`src/rtl/sram_lane_pkg.sv`:
```
package sram_lane_pkg;

   typedef enum logic [2:0] {
      ST_IDLE = 3'd0,
      ST_READ = 3'd1,
      ST_TURN = 3'd2,
      ST_WSET = 3'd3,
      ST_WPUL = 3'd4,
      ST_WHLD = 3'd5
   } ctl_state_t;

   // ceiling of a time over the clock period, never below one cycle
   function automatic int cyc_ceil(input int t_ps, input int clk_ps);
      int c;
      c = (t_ps + clk_ps - 1) / clk_ps;
      return (c < 1) ? 1 : c;
   endfunction

   function automatic int imax(input int a, input int b);
      return (a > b) ? a : b;
   endfunction

endpackage

```
`src/rtl/sram_phase_timer.sv`:
```
module sram_phase_timer #(
   parameter int CNT_W = 8
) (
   input  logic             clk,
   input  logic             rst_n,
   input  logic             load,
   input  logic [CNT_W-1:0] load_val,
   output logic             last
);

   logic [CNT_W-1:0] cnt_q;

   always_ff @(posedge clk or negedge rst_n) begin
      if (!rst_n)
         cnt_q <= '0;
      else if (load)
         cnt_q <= load_val;
      else if (cnt_q != '0)
         cnt_q <= cnt_q - 1'b1;
   end

   assign last = (cnt_q == '0);

endmodule

```
`src/rtl/sram_ctl_fsm.sv`:
```
module sram_ctl_fsm
   import sram_lane_pkg::*;
#(
   parameter int CNT_W    = 8,
   parameter int ACC_CYC  = 3,
   parameter int WP_CYC   = 3,
   parameter int TURN_CYC = 2
) (
   input  logic             clk,
   input  logic             rst_n,
   input  logic             req,
   input  logic             wr,
   input  logic             timer_last,
   output ctl_state_t       state,
   output logic             accept,
   output logic             capture,
   output logic             timer_load,
   output logic [CNT_W-1:0] timer_val
);

   localparam logic [CNT_W-1:0] ACC_LD  = CNT_W'(ACC_CYC - 1);
   localparam logic [CNT_W-1:0] WP_LD   = CNT_W'(WP_CYC - 1);
   localparam logic [CNT_W-1:0] TURN_LD = CNT_W'(TURN_CYC - 1);

   ctl_state_t state_q, state_d;
   logic       prev_rd_q;

   always_comb begin
      state_d    = state_q;
      accept     = 1'b0;
      capture    = 1'b0;
      timer_load = 1'b0;
      timer_val  = '0;
      unique case (state_q)
         ST_IDLE: begin
            if (req) begin
               accept     = 1'b1;
               timer_load = 1'b1;
               if (!wr) begin
                  state_d   = ST_READ;
                  timer_val = ACC_LD;
               end else if (prev_rd_q) begin
                  state_d   = ST_TURN;
                  timer_val = TURN_LD;
               end else begin
                  state_d   = ST_WSET;
               end
            end
         end
         ST_READ: begin
            if (timer_last) begin
               capture = 1'b1;
               state_d = ST_IDLE;
            end
         end
         ST_TURN: begin
            if (timer_last) state_d = ST_WSET;
         end
         ST_WSET: begin
            state_d    = ST_WPUL;
            timer_load = 1'b1;
            timer_val  = WP_LD;
         end
         ST_WPUL: begin
            if (timer_last) state_d = ST_WHLD;
         end
         ST_WHLD: state_d = ST_IDLE;
         default: state_d = ST_IDLE;
      endcase
   end

   always_ff @(posedge clk or negedge rst_n) begin
      if (!rst_n) begin
         state_q   <= ST_IDLE;
         prev_rd_q <= 1'b0;
      end else begin
         state_q <= state_d;
         if (accept) prev_rd_q <= !wr;
      end
   end

   assign state = state_q;

endmodule

```
`src/rtl/sram_lane_path.sv`:
```
module sram_lane_path
   import sram_lane_pkg::*;
#(
   parameter int ADDR_W = 19,
   parameter int LANES  = 4,
   parameter int LANE_W = 8
) (
   input  logic                     clk,
   input  logic                     rst_n,
   input  ctl_state_t               state,
   input  logic                     accept,
   input  logic                     capture,
   input  logic [ADDR_W-1:0]        addr_i,
   input  logic [LANES*LANE_W-1:0]  wdata_i,
   input  logic [LANES-1:0]         lane_en_i,
   input  logic [LANES*LANE_W-1:0]  mem_dq_i,
   output logic [ADDR_W-1:0]        mem_addr_o,
   output logic [LANES-1:0]         mem_cs_n_o,
   output logic [LANES-1:0]         mem_we_n_o,
   output logic                     mem_oe_n_o,
   output logic [LANES*LANE_W-1:0]  mem_dq_o,
   output logic [LANES-1:0]         mem_dq_oe_o,
   output logic [LANES*LANE_W-1:0]  rdata_o,
   output logic                     rvalid_o
);

   localparam int DATA_W = LANES * LANE_W;

   logic [ADDR_W-1:0] addr_q;
   logic [DATA_W-1:0] wdata_q;
   logic [LANES-1:0]  mask_q;
   logic              rvalid_q;

   logic sel_phase, strobe_phase, drive_phase;

   assign sel_phase    = (state == ST_READ) || (state == ST_WSET) || (state == ST_WPUL);
   assign strobe_phase = (state == ST_WPUL);
   assign drive_phase  = (state == ST_WSET) || (state == ST_WPUL) || (state == ST_WHLD);

   always_ff @(posedge clk or negedge rst_n) begin
      if (!rst_n) begin
         addr_q   <= '0;
         wdata_q  <= '0;
         mask_q   <= '0;
         rvalid_q <= 1'b0;
      end else begin
         rvalid_q <= capture;
         if (accept) begin
            addr_q  <= addr_i;
            wdata_q <= wdata_i;
            mask_q  <= lane_en_i;
         end
      end
   end

   for (genvar n = 0; n < LANES; n++) begin : g_lane
      logic [LANE_W-1:0] rbyte_q;

      assign mem_cs_n_o[n]  = !(mask_q[n] && sel_phase);
      assign mem_we_n_o[n]  = !(mask_q[n] && strobe_phase);
      assign mem_dq_oe_o[n] = mask_q[n] && drive_phase;
      assign mem_dq_o[n*LANE_W +: LANE_W] = wdata_q[n*LANE_W +: LANE_W];

      always_ff @(posedge clk or negedge rst_n) begin
         if (!rst_n)
            rbyte_q <= '0;
         else if (capture)
            rbyte_q <= mask_q[n] ? mem_dq_i[n*LANE_W +: LANE_W] : '0;
      end

      assign rdata_o[n*LANE_W +: LANE_W] = rbyte_q;
   end

   assign mem_addr_o = addr_q;
   assign mem_oe_n_o = (state != ST_READ);
   assign rvalid_o   = rvalid_q;

endmodule

```
`src/rtl/sram_lane_ctrl.sv`:
```
module sram_lane_ctrl
   import sram_lane_pkg::*;
#(
   parameter int ADDR_W    = 19,
   parameter int LANES     = 4,
   parameter int LANE_W    = 8,
   parameter int CNT_W     = 8,
   parameter int CLK_PS    = 5000,
   parameter int T_ACC_PS  = 15000,
   parameter int T_WP_PS   = 12000,
   parameter int T_DW_PS   = 9000,
   parameter int T_WC_PS   = 15000,
   parameter int T_TURN_PS = 8000
) (
   input  logic                     clk,
   input  logic                     rst_n,
   input  logic                     req_i,
   output logic                     rdy_o,
   input  logic                     wr_i,
   input  logic [ADDR_W-1:0]        addr_i,
   input  logic [LANES*LANE_W-1:0]  wdata_i,
   input  logic [LANES-1:0]         lane_en_i,
   output logic [LANES*LANE_W-1:0]  rdata_o,
   output logic                     rvalid_o,
   output logic [ADDR_W-1:0]        mem_addr_o,
   output logic [LANES-1:0]         mem_cs_n_o,
   output logic [LANES-1:0]         mem_we_n_o,
   output logic                     mem_oe_n_o,
   output logic [LANES*LANE_W-1:0]  mem_dq_o,
   output logic [LANES-1:0]         mem_dq_oe_o,
   input  logic [LANES*LANE_W-1:0]  mem_dq_i
);

   localparam int DATA_W   = LANES * LANE_W;
   localparam int ACC_CYC  = cyc_ceil(T_ACC_PS, CLK_PS);
   localparam int WP_CYC   = imax(cyc_ceil(T_WP_PS, CLK_PS), cyc_ceil(T_DW_PS, CLK_PS));
   localparam int TURN_CYC = cyc_ceil(T_TURN_PS, CLK_PS);
   localparam int CNT_MAX  = (1 << CNT_W) - 1;

   // elaboration-time parameter checks
   if (LANES < 1 || LANE_W < 1 || ADDR_W < 1) begin : g_bad_shape
      $error("sram_lane_ctrl: lane count, lane width and address width must be positive");
   end
   if (CLK_PS < 1) begin : g_bad_clk
      $error("sram_lane_ctrl: clock period must be positive");
   end
   if (CNT_W < 1 || CNT_W > 16) begin : g_bad_cntw
      $error("sram_lane_ctrl: counter width out of range");
   end
   if (ACC_CYC - 1 > CNT_MAX || WP_CYC - 1 > CNT_MAX || TURN_CYC - 1 > CNT_MAX) begin : g_bad_cnt
      $error("sram_lane_ctrl: a derived cycle count does not fit the phase counter");
   end
   if ((WP_CYC + 2) * CLK_PS < T_WC_PS) begin : g_bad_wc
      $error("sram_lane_ctrl: write cycle shorter than the minimum cycle time");
   end

   ctl_state_t       state;
   logic             accept, capture, timer_load, timer_last;
   logic [CNT_W-1:0] timer_val;

   sram_phase_timer #(.CNT_W(CNT_W)) u_timer (
      .clk      (clk),
      .rst_n    (rst_n),
      .load     (timer_load),
      .load_val (timer_val),
      .last     (timer_last)
   );

   sram_ctl_fsm #(
      .CNT_W    (CNT_W),
      .ACC_CYC  (ACC_CYC),
      .WP_CYC   (WP_CYC),
      .TURN_CYC (TURN_CYC)
   ) u_fsm (
      .clk        (clk),
      .rst_n      (rst_n),
      .req        (req_i),
      .wr         (wr_i),
      .timer_last (timer_last),
      .state      (state),
      .accept     (accept),
      .capture    (capture),
      .timer_load (timer_load),
      .timer_val  (timer_val)
   );

   sram_lane_path #(
      .ADDR_W (ADDR_W),
      .LANES  (LANES),
      .LANE_W (LANE_W)
   ) u_path (
      .clk         (clk),
      .rst_n       (rst_n),
      .state       (state),
      .accept      (accept),
      .capture     (capture),
      .addr_i      (addr_i),
      .wdata_i     (wdata_i),
      .lane_en_i   (lane_en_i),
      .mem_dq_i    (mem_dq_i),
      .mem_addr_o  (mem_addr_o),
      .mem_cs_n_o  (mem_cs_n_o),
      .mem_we_n_o  (mem_we_n_o),
      .mem_oe_n_o  (mem_oe_n_o),
      .mem_dq_o    (mem_dq_o),
      .mem_dq_oe_o (mem_dq_oe_o),
      .rdata_o     (rdata_o),
      .rvalid_o    (rvalid_o)
   );

   assign rdy_o = (state == ST_IDLE);

endmodule

```
`config.mk`:
```
export PLATFORM = sky130hd
export DESIGN_NAME = sram_lane_ctrl
export DESIGN_NICKNAME = d
export VERILOG_FILES = /design/src/rtl/sram_lane_pkg.sv /design/src/rtl/sram_phase_timer.sv /design/src/rtl/sram_ctl_fsm.sv /design/src/rtl/sram_lane_path.sv /design/src/rtl/sram_lane_ctrl.sv
export SDC_FILE = /design/constraint.sdc
export NUM_CORES = 1
export LEC_CHECK = 0
export BUFFER_PORTS_ARGS = -buffer_cell sky130_fd_sc_hd__buf_2
export CAP_MARGIN = 20
export CORE_MARGIN = 2
export CORE_UTILIZATION = 49
export CTS_BUF_LIST = sky130_fd_sc_hd__clkbuf_4
export CTS_CLUSTER_SIZE = 8
export DETAILED_ROUTE_END_ITERATION = 10
export GPL_TIMING_DRIVEN = 0
export PLACE_DENSITY = 0.82
export SKIP_LAST_GASP = 1
export SLEW_MARGIN = 20
export SYNTH_ARGS = -nofsm -noshare
export SYNTH_HDL_FRONTEND = slang
export SYNTH_SLANG_ARGS = --single-unit
```
`constraint.sdc`:
```
create_clock -name clk -period 2.68 [get_ports clk]
set_input_delay 0.402 -clock clk [delete_from_list [all_inputs] [get_ports clk]]
set_output_delay 0.402 -clock clk [all_outputs]
set_load 0.01 [all_outputs]
```
==> impl_metrics.sql <==
INSERT INTO impl_metrics (metric_group, metric, value, unit) VALUES
('critical_path', 'worstPathCellList', 'buf_2 -> nor3b_1 -> a21o_1 -> nand2_1 -> buf_2', ''),
('job', 'cap_viol_max_count', '0', ''),
('sta', 'worst-slew-pin-transition', '0.7323', 'ns'),
('critical_path', 'worst_setup_path_start_kind', 'flop', ''),
('sta', 'final_min_period_over_clock_period', '0.9330', ''),
('pwr', 'total_leakage_power', '2.648', 'nW'),
('critical_path', 'slowest_stage', 'sky130_fd_sc_hd__nor3b_1', ''),
('placed_design', 'dp_hpwl', '8150', 'um'),
('placed_design', 'placement.io_buffers', '188', ''),
('synth', 'sequential_cell_area_fraction_in_the_yosys_report', '0.5838', ''),
('pwr', 'power.switching_fraction', '0.4185', ''),
('sta', 'report.final.slew_viol_count', '0', ''),
('layout', 'layout.cells.non_filler', '670', ''),
('synth', 'post_synth_inst_count', '356', ''),
('layout', 'diodes', '0', ''),
('pwr', 'power.combinational.fraction', '0.509', ''),
('detailed_routing', 'drc', '0', ''),
('detailed_routing', 'ant_nets', '0', ''),
('sta', 'rsz0062_at_grt', 'false', ''),
('clock_tree', 'max-clock-path-buffers', '2', ''),
('synth', 'synth-warning-count', '0', ''),
('synth', 'post_synth_instance_area', '0.004287', 'mm2'),
('pwr', 'peakVddDrop', '635.8', 'uV'),
('layout', 'areaGrowthSynthToFinish', '28.98', '%'),
('critical_path', 'crit_path_end_kind', 'output pin', ''),
('critical_path', 'critical-path-max-stage-delay', '0.64', 'ns'),
('critical_path', 'crit_path_max_fanout', '10', ''),
('synth', 'synth_cell_types', '35', ''),
('floorplanning', 'initial_util', '0.4988', ''),
('status', 'status', 'finished, final reports clean', ''),
('clock_tree', 'cts_inserted_buffers', '9', ''),
('pwr', 'clock_power_share', '0.105', ''),
('placed_design', 'pre_cts_ws', '0.4883', 'ns'),
('sta', 'hold-worst-slack', '0.1481', 'ns'),
('detailed_routing', 'via_per_inst', '5.257', ''),
('sta', 'post-route-min-period', '2.500', 'ns'),
('layout', 'mostFrequentLayoutCell', 'sky130_fd_sc_hd__buf_2', ''),
('global_routing', 'grt_first_pass_wirelength', '18320', 'um'),
('global_routing', 'sum_of_overflow_across_all_layers_after_global_routing', '0', ''),
('detailed_routing', 'detail_route.wirelength', '10930', 'um'),
('floorplanning', 'die_area', '0.009512', 'mm2'),
('sta', 'totalNegativeSetupSlack', '0', 'ns'),
('sta', 'finalHoldViolCount', '0', ''),
('sta', 'setup_viol', '0', ''),
('clock_tree', 'path_clk_slew', '0.17', 'ns'),
('critical_path', 'criticalPathCategory', 'reg2out', ''),
('sta', 'fin_ws', '0.1796', 'ns'),
('pwr', 'internal_power', '4.062', 'mW'),
('clock_tree', 'cts_hold_buf', '1', ''),
('synth', 'synth.ff_latch_count', '100', ''),
('layout', 'most_frequent_cells_in_the_layout', 'sky130_fd_sc_hd__buf_2 (198), sky130_fd_sc_hd__dfrtp_1 (100), sky130_fd_sc_hd__mux2_2 (56)', ''),
('synth', 'syn_area_per_cell', '12.04', 'um2'),
('clock_tree', 'clock_insertion_delay_worst_skew', '0.46', 'ns'),
('critical_path', 'critical_path.most_common_cell', 'sky130_fd_sc_hd__buf_2', ''),
('synth', 'number_of_nets_in_the_synthesized_netlist', '449', ''),
('pwr', 'total_power', '6.986', 'mW'),
('global_routing', 'number_of_global_route_vias_before_repair', '3733', ''),
('pwr', 'portion_of_total_power_attributed_to_sequential_cells', '0.386', ''),
('placed_design', 'routabilityCongestion', '0.8479', ''),
('detailed_routing', 'detailedRoute.firstIterationViolations', '183', ''),
('layout', 'layout-drive-gt1-share', '0.5089', ''),
('min_path', 'hp-class', 'in2reg', ''),
('placed_design', 'placedCellCount', '653', ''),
('global_routing', 'grt_max_degree', '85', ''),
('critical_path', 'timing.critical_path.required', '2.28', 'ns'),
('clock_tree', 'cts-resized-gates', '0', ''),
('floorplanning', 'core_area', '0.008593', 'mm2'),
('sta', 'fin_skew', '0.01649', 'ns'),
('floorplanning', 'chipWidth', '97.53', 'um'),
('clock_tree', 'tritoncts', 'yes', ''),
('clock_tree', 'cts_root_buf', 'sky130_fd_sc_hd__clkbuf_4', '');
## through the flow
step,util,area (um2)
after detailed placement,0.6280,5396
after global routing,0.6434,5529
after global placement,0.6241,5363
after CTS,0.6434,5529
after floorplan,-,4287
final,0.6434,5529
## power by group through the flow
| stage | sequential [mW] | combinational [mW] | clock, mW |
|---|---|---|---|
| 2_1_floorplan | 2.98 | 1.93 | 0 |
| 3_3_place_gp | 2.68 | 3.46 | 0 |
| 3_5_place_dp | 2.72 | 3.59 | 0 |
| 4_1_cts | 2.69 | 3.59 | 0.762 |
| 5_1_grt | 2.79 | 3.90 | 0.819 |
| 6_report | 2.69 | 3.56 | 0.736 |
## per-layer routing
metal	track usage	wire length [um]
met1	0.3049	4566
met2	0.3973	5379
met3	0.07338	829
met4	0.07372	150
met5	0	0
## state kept, by name, summed over array words and instances, names as in the netlist
name,cells
u_fsm.prev_rd_q,1
u_fsm.state,3
u_path.g_lane.rbyte_q,32
u_path.mask_q,4
u_path.mem_addr_o,19
u_path.mem_dq_o,32
u_path.rvalid_o,1
u_timer.cnt_q,8
## final cells by class
cell class	count	area, um2
buffer	28	141.4
clock buffer	9	67.56
clock inverter	7	55.05
fill	688	3064
inverter	6	22.52
multi-input combinational	222	1620
sequential	100	2502
tap	108	135.1
timing repair buffer	190	984.7
## Yosys cell counts
master,instances,area [um2]
sky130_fd_sc_hd__a211o_1,1,8.760
sky130_fd_sc_hd__a211o_2,1,10.01
sky130_fd_sc_hd__a211oi_1,1,7.510
sky130_fd_sc_hd__a21o_1,1,7.510
sky130_fd_sc_hd__a21o_2,1,8.760
sky130_fd_sc_hd__a21oi_1,9,45.04
sky130_fd_sc_hd__a21oi_2,1,8.760
sky130_fd_sc_hd__buf_2,11,55.05
sky130_fd_sc_hd__buf_6,3,33.78
sky130_fd_sc_hd__clkbuf_1,14,52.55
sky130_fd_sc_hd__dfrtp_1,100,2502
sky130_fd_sc_hd__ha_1,2,25.02
sky130_fd_sc_hd__inv_1,6,22.52
sky130_fd_sc_hd__mux2_2,56,630.6
sky130_fd_sc_hd__nand2_1,45,168.9
sky130_fd_sc_hd__nand3_1,3,15.01
sky130_fd_sc_hd__nand4_1,2,12.51
sky130_fd_sc_hd__nor2_1,3,11.26
sky130_fd_sc_hd__nor2b_1,4,25.02
sky130_fd_sc_hd__nor3_1,3,15.01
sky130_fd_sc_hd__nor3b_1,2,15.01
sky130_fd_sc_hd__nor3b_2,1,12.51
sky130_fd_sc_hd__nor4_1,1,6.260
sky130_fd_sc_hd__nor4_4,1,21.27
sky130_fd_sc_hd__nor4b_4,1,23.77
sky130_fd_sc_hd__o21ai_0,6,30.03
sky130_fd_sc_hd__o21ai_1,30,150.1
sky130_fd_sc_hd__o21bai_1,2,15.01
sky130_fd_sc_hd__o31ai_1,34,255.2
sky130_fd_sc_hd__or2_2,1,6.260
sky130_fd_sc_hd__or3_1,2,12.51
sky130_fd_sc_hd__or3b_2,2,17.52
sky130_fd_sc_hd__or4_1,3,22.52
sky130_fd_sc_hd__or4_4,2,22.52
sky130_fd_sc_hd__or4b_2,1,10.01
## critical path, delay by kind of cell (launching register included)
family | cells | cell delay (ns)
flops | 1 | 0.36
buf+inv | 2 | 0.37
simple gates | 2 | 0.71
compound gates | 1 | 0.21
## logic make-up after synthesis
| family | Yosys count | synth area share |
|---|---|---|
| compound gates | 87 | 0.1276 |
| simple gates | 77 | 0.09748 |
| mux | 56 | 0.1471 |
| fa+ha+maj | 2 | 0.005837 |
| flops | 100 | 0.5838 |
| buf+inv | 34 | 0.03824 |
## worst paths after layout
path                                                      endpoint  cells past startpoint                                     from  slack (ns)
max reg2reg                u_path.g_lane[1].rbyte_q[3]$_DFFE_PN0P_                      7             u_timer.cnt_q[0]$_DFFE_PN0P_        0.43
min                        u_path.g_lane[3].rbyte_q[1]$_DFFE_PN0P_                      3                             mem_dq_i[25]        0.15
min in group asynchronous          u_path.mem_dq_o[14]$_DFFE_PN0P_                      2                                    rst_n        0.31
min reg2reg                u_path.g_lane[0].rbyte_q[5]$_DFFE_PN0P_                      2  u_path.g_lane[0].rbyte_q[5]$_DFFE_PN0P_        0.52
max in group asynchronous  u_path.g_lane[1].rbyte_q[2]$_DFFE_PN0P_                      3                                    rst_n        1.72
max                                                  mem_cs_n_o[0]                      5               u_fsm.state[2]$_DFFE_PN0P_        0.18
No activity file was read; power rests on OpenSTA's default activity.
